[config.mk]
export PLATFORM = sky130hd
export DESIGN_NAME = ipv4_anomaly_scan
export DESIGN_NICKNAME = d
export VERILOG_FILES = /design/src/rtl/ipv4_scan_pkg.sv /design/src/rtl/ipv4_csum_check.sv /design/src/rtl/ipv4_frag_check.sv /design/src/rtl/ipv4_flag_check.sv /design/src/rtl/ipv4_anomaly_scan.sv
export SDC_FILE = /design/constraint.sdc
export NUM_CORES = 1
export LEC_CHECK = 0
export CELL_PAD_IN_SITES_DETAIL_PLACEMENT = 1
export CELL_PAD_IN_SITES_GLOBAL_PLACEMENT = 2
export CORE_ASPECT_RATIO = 0.8
export CORE_MARGIN = 2
export CORE_UTILIZATION = 34
export CTS_CLUSTER_DIAMETER = 100
export DETAILED_ROUTE_END_ITERATION = 6
export PLACE_DENSITY_LB_ADDON = 0.1
export SYNTH_ARGS = -nofsm -noshare
export SYNTH_HDL_FRONTEND = slang
export SYNTH_HIERARCHICAL = 1
export SYNTH_SLANG_ARGS = --single-unit
[constraint.sdc]
create_clock -name clk -period 17.8 [get_ports clk]
set_clock_uncertainty 0.1 [all_clocks]
set_input_delay 4.45 -clock clk [delete_from_list [all_inputs] [get_ports clk]]
set_output_delay 4.45 -clock clk [all_outputs]
set_load 0.01 [all_outputs]
[src/rtl/ipv4_scan_pkg.sv]
package ipv4_scan_pkg;
  localparam int HDR_W     = 192;
  localparam int HW_W      = 16;
  localparam int N_HW      = HDR_W / HW_W;
  localparam int STATUS_W  = 32;
  localparam int TFLAG_W   = 8;
  localparam int N_CHECKS  = 3;
  // status bit positions
  localparam int ST_CSUM   = 0;
  localparam int ST_FRAG   = 1;
  localparam int ST_FLAG   = 2;
  // field positions inside the header window
  localparam int IHL_MSB   = HDR_W - 5;
  localparam int TLEN_MSB  = HDR_W - 17;
  localparam int FRAG_MSB  = HDR_W - 49;
  localparam int PROTO_MSB = HDR_W - 73;
  localparam logic [7:0] PROTO_TCP = 8'd6;
endpackage

[src/rtl/ipv4_csum_check.sv]
module ipv4_csum_check
  import ipv4_scan_pkg::*;
#(
  parameter int WIN_W   = HDR_W,
  parameter int MIN_IHL = 5
) (
  input  logic [WIN_W-1:0] hdr,
  output logic             alarm
);
  localparam int NW    = WIN_W / HW_W;
  localparam int MAX_IHL = WIN_W / 32;
  localparam int SUM_W = HW_W + $clog2(NW);

  logic [3:0]      ihl;
  logic [4:0]      n_used;
  logic [HW_W-1:0] words [NW];
  logic [NW-1:0]   use_w;
  logic [SUM_W-1:0] sum;
  logic [HW_W:0]   fold1;
  logic [HW_W-1:0] fold2;
  logic            ihl_ok;

  assign ihl    = hdr[IHL_MSB -: 4];
  assign n_used = {ihl, 1'b0};

  for (genvar g = 0; g < NW; g++) begin : g_word
    assign words[g] = hdr[WIN_W-1-HW_W*g -: HW_W];
    assign use_w[g] = 5'(g) < n_used;
  end

  always_comb begin
    sum = '0;
    for (int i = 0; i < NW; i++) begin
      if (use_w[i]) sum = sum + SUM_W'(words[i]);
    end
  end

  assign fold1  = (HW_W+1)'(sum[HW_W-1:0]) + (HW_W+1)'(sum[SUM_W-1:HW_W]);
  assign fold2  = fold1[HW_W-1:0] + HW_W'(fold1[HW_W]);
  assign ihl_ok = (ihl >= 4'(MIN_IHL)) && (ihl <= 4'(MAX_IHL));
  assign alarm  = !ihl_ok || (fold2 != '1);
endmodule

[src/rtl/ipv4_frag_check.sv]
module ipv4_frag_check
  import ipv4_scan_pkg::*;
#(
  parameter int WIN_W = HDR_W
) (
  input  logic [WIN_W-1:0] hdr,
  output logic             alarm
);
  localparam int LEN_W = 16;
  localparam int OFF_W = 13;
  localparam int EXT_W = LEN_W + 1;

  logic [3:0]       ihl;
  logic [LEN_W-1:0] tot_len;
  logic             rsv, dont_frag, more_frag;
  logic [OFF_W-1:0] offset;
  logic [5:0]       hdr_bytes;
  logic [EXT_W-1:0] frag_end, end_limit;
  logic [2:0]       pay_mod8;
  logic             too_long, misaligned, df_conflict;

  assign ihl       = hdr[IHL_MSB -: 4];
  assign tot_len   = hdr[TLEN_MSB -: LEN_W];
  assign rsv       = hdr[FRAG_MSB];
  assign dont_frag = hdr[FRAG_MSB-1];
  assign more_frag = hdr[FRAG_MSB-2];
  assign offset    = hdr[FRAG_MSB-3 -: OFF_W];
  assign hdr_bytes = {ihl, 2'b00};

  // offset*8 + len - hlen > 65535  <=>  offset*8 + len > hlen + 65535
  assign frag_end  = EXT_W'({offset, 3'b000}) + EXT_W'(tot_len);
  assign end_limit = EXT_W'(hdr_bytes) + EXT_W'(17'h0FFFF);
  assign too_long  = frag_end > end_limit;

  assign pay_mod8    = tot_len[2:0] - hdr_bytes[2:0];
  assign misaligned  = more_frag && (pay_mod8 != 3'd0);
  assign df_conflict = dont_frag && (more_frag || (offset != '0));

  assign alarm = too_long || misaligned || df_conflict || rsv;
endmodule

[src/rtl/ipv4_flag_check.sv]
module ipv4_flag_check
  import ipv4_scan_pkg::*;
#(
  parameter int WIN_W     = HDR_W,
  parameter int CLASSIC_W = 6
) (
  input  logic [WIN_W-1:0]   hdr,
  input  logic [TFLAG_W-1:0] tflags,
  output logic               alarm
);
  logic [CLASSIC_W-1:0] classic;
  logic                 is_tcp;

  assign classic = tflags[CLASSIC_W-1:0];
  assign is_tcp  = hdr[PROTO_MSB -: 8] == PROTO_TCP;
  assign alarm   = is_tcp && ((classic == '1) || (classic == '0));
endmodule

[src/rtl/ipv4_anomaly_scan.sv]
module ipv4_anomaly_scan
  import ipv4_scan_pkg::*;
(
  input  logic                clk,
  input  logic                rst,
  input  logic                hdr_valid_i,
  input  logic [HDR_W-1:0]    hdr_word_i,
  input  logic [TFLAG_W-1:0]  tcp_flags_i,
  output logic                alarm_valid_o,
  output logic [STATUS_W-1:0] alarm_word_o
);
  logic               s1_valid;
  logic [HDR_W-1:0]   s1_hdr;
  logic [TFLAG_W-1:0] s1_tflags;
  logic [N_CHECKS-1:0] hits;
  logic [STATUS_W-1:0] packed_word;

  // stage 1: shared input register
  always_ff @(posedge clk) begin
    if (rst) s1_valid <= 1'b0;
    else     s1_valid <= hdr_valid_i;
    s1_hdr    <= hdr_word_i;
    s1_tflags <= tcp_flags_i;
  end

  ipv4_csum_check #(.WIN_W(HDR_W)) u_csum (
    .hdr(s1_hdr), .alarm(hits[ST_CSUM]));

  ipv4_frag_check #(.WIN_W(HDR_W)) u_frag (
    .hdr(s1_hdr), .alarm(hits[ST_FRAG]));

  ipv4_flag_check #(.WIN_W(HDR_W)) u_flag (
    .hdr(s1_hdr), .tflags(s1_tflags), .alarm(hits[ST_FLAG]));

  assign packed_word = {{(STATUS_W-N_CHECKS){1'b0}}, hits};

  // stage 2: registered status
  always_ff @(posedge clk) begin
    if (rst) begin
      alarm_valid_o <= 1'b0;
      alarm_word_o  <= '0;
    end else begin
      alarm_valid_o <= s1_valid;
      if (s1_valid) alarm_word_o <= packed_word;
    end
  end
endmodule

==> flow_summary_export.csv <==
group,metric,value,unit
worst_setup_path,worstPathArrival,17.13,ns
job,cap_violations,0,
cells_and_area,fin_nets,2642,
sta,fmax,0.0596,GHz
cts,htree_levels,1,
place,place_area,19400,sq um
synthesis,syn_area,16400,sq um
cells_and_area,area_delta_synth_final,23.8,%
sta,hold_viol,0,
synthesis,syn_inst,1966,
worst_setup_path,path_buf_inv,3,
grt,grt_max_degree,36,
die,row_count,72,
die,die_h,201,um
cts,cts_tree,"done",
die,ios,236,
route,drtPass1Iterations,5,
cells_and_area,fin_area,20300,sq um
status,status,"finished clean",
grt,grt_usage,21.7,%
route,drtAntennaViolNets,0,
route,via_per_inst,5.22,
worst_setup_path,crit_path_frequent_cell,"ha_1",
cts,path_clk_slew,0.06,ns
die,die_width,250,um
route,totalWireLength,55.2,mm
worst_setup_path,critPathMaxFanout,6,
sta,period_minus_slack,16.79,ns
cts,clock_latency,0.55,ns
cts,root_buffer,"clkbuf_16",
sta,timing.final.crit_share,94.3,%
grt,grt_pass1_wl,86.2,mm
cts,clock_path_buffers,3,
sta,final_max_slew_viol_count,0,
cts,clock_sinks,203,
worst_setup_path,cp_top_family,"simple AND/OR/NAND/NOR gates",
route,vias,14900,
min_path,hold_path.class,"register to register",
route,drt_iter0_drc,589,
route,wl_per_cell,19.4,um
route,drcViolationCount,0,
grt,grt_pass1_vias,15300,
worst_setup_path,critPathCaptureType,"register",
cells_and_area,post_route_cells_drive_above_1_share,8.14,%
worst_setup_path,cp.required,18.14,ns
sta,finalSetupViolations,0,
grt,antenna_found_initial,2,
worst_setup_path,critical-path-slowest-cell,"or4_4",
place,port_buffers,204,
place,dp_hpwl,45.6,mm
synthesis,synth.avg_cell_area,8.35,sq um
die,start_util,34.2,%
worst_setup_path,crit_type,"register to register",
place,gp_congestion,0.853,
grt,grt_remaining_overflow,0,
cells_and_area,diodes,0,
sta,slew-limit-headroom,25.3,%
die,core_area,48000,sq um
cts,cts_buffers,24,
worst_setup_path,cpPeakStageDelay,0.56,ns
die,die_area,50100,sq um
worst_setup_path,cp-start-kind,"register",
sta,tightest_slew,1.11,ns
synthesis,yosysWarnings,6,
cts,cts_hold_buf,0,
[area by class of cell]
type / instances / area [sq um]
clock buffers: 36 / 697
clock inverters: 7 / 73.8
fillers: 5698 / 27700
inverters: 84 / 315
multi-input cells: 1632 / 11900
flip-flops and latches: 203 / 4060
well taps: 629 / 787
repair buffers: 262 / 2480
[repair_timing]
action | 4_1_cts | 5_1_grt
setup buffers | 0 | 6
gates resized for setup | 0 | 48
endpoints found under the hold margin | 0 | 0
endpoints found under the setup margin | 0 | 1
[metrics by stage]
step / setup slack [ns] / instances / util (%) / setup TNS (ns) / hold WS (ns)
after floorplan: 2.31 / 1994 / - / 0 / 0.407
after global placement: 0.704 / 2804 / 40.3 / 0 / 0.409
after detailed placement: 0.394 / 2804 / 40.3 / 0 / 0.411
after CTS: 0.323 / 2847 / 41.9 / 0 / 0.439
after global routing: -0.159 / 2853 / 42.3 / -0.159 / 0.464
final: 1.01 / 2853 / 42.3 / 0 / 0.437
[layer usage]
metal	part of all wire, %	vias to the layer above	GRT usage [%]
li1	-	7515	-
met1	53	7110	32.8
met2	42	222	32.8
met3	3.7	47	2.92
met4	1.8	0	3.96
met5	0	-	0
[path summary, 6_finish.rpt]
kind / startpoint / endpoint / slack [ns] / cells past startpoint
setup reg to reg: s1_hdr[186]$_DFF_P_ / alarm_word_o[0]$_SDFFE_PP0P_ / 1.01 / 85
hold / removal: alarm_word_o[2]$_SDFFE_PP0P_ / alarm_word_o[2]$_SDFFE_PP0P_ / 0.44 / 2
hold reg to reg: alarm_word_o[2]$_SDFFE_PP0P_ / alarm_word_o[2]$_SDFFE_PP0P_ / 0.44 / 2
setup / recovery: s1_hdr[186]$_DFF_P_ / alarm_word_o[0]$_SDFFE_PP0P_ / 1.01 / 85
[flip-flops by register name, summed over array words and instances, names as in the netlist]
name and flops:
s1_tflags 6, s1_hdr 192, alarm_valid_o 1, alarm_word_o 3, s1_valid 1
[cell usage in the layout, fill, tap and decap left out, types with 76 or more instances in the layout]
master           instances
inv_1                   83
clkdlybuf4s50_1        204
xor2_1                  76
o21ai_0                120
a21o_1                 100
a21oi_1                157
dfxtp_1                203
nor2_1                 119
ha_1                   218
nand2_1                151
xnor2_1                 94
[worst reg2reg max path: cells and delay by family (launching register included)]
kind | cells | cell delay, ns
mux | 2 | 0.45
fa+ha+maj | 14 | 4.43
flops | 1 | 0.31
compound gates | 28 | 4.49
simple gates | 27 | 4.59
buf+inv | 3 | 0.47
xor+xnor | 11 | 1.80
Power is left out: the tool's default activity adds up to more than one toggle a clock period on the data nets, which glitch-free logic cannot reach.
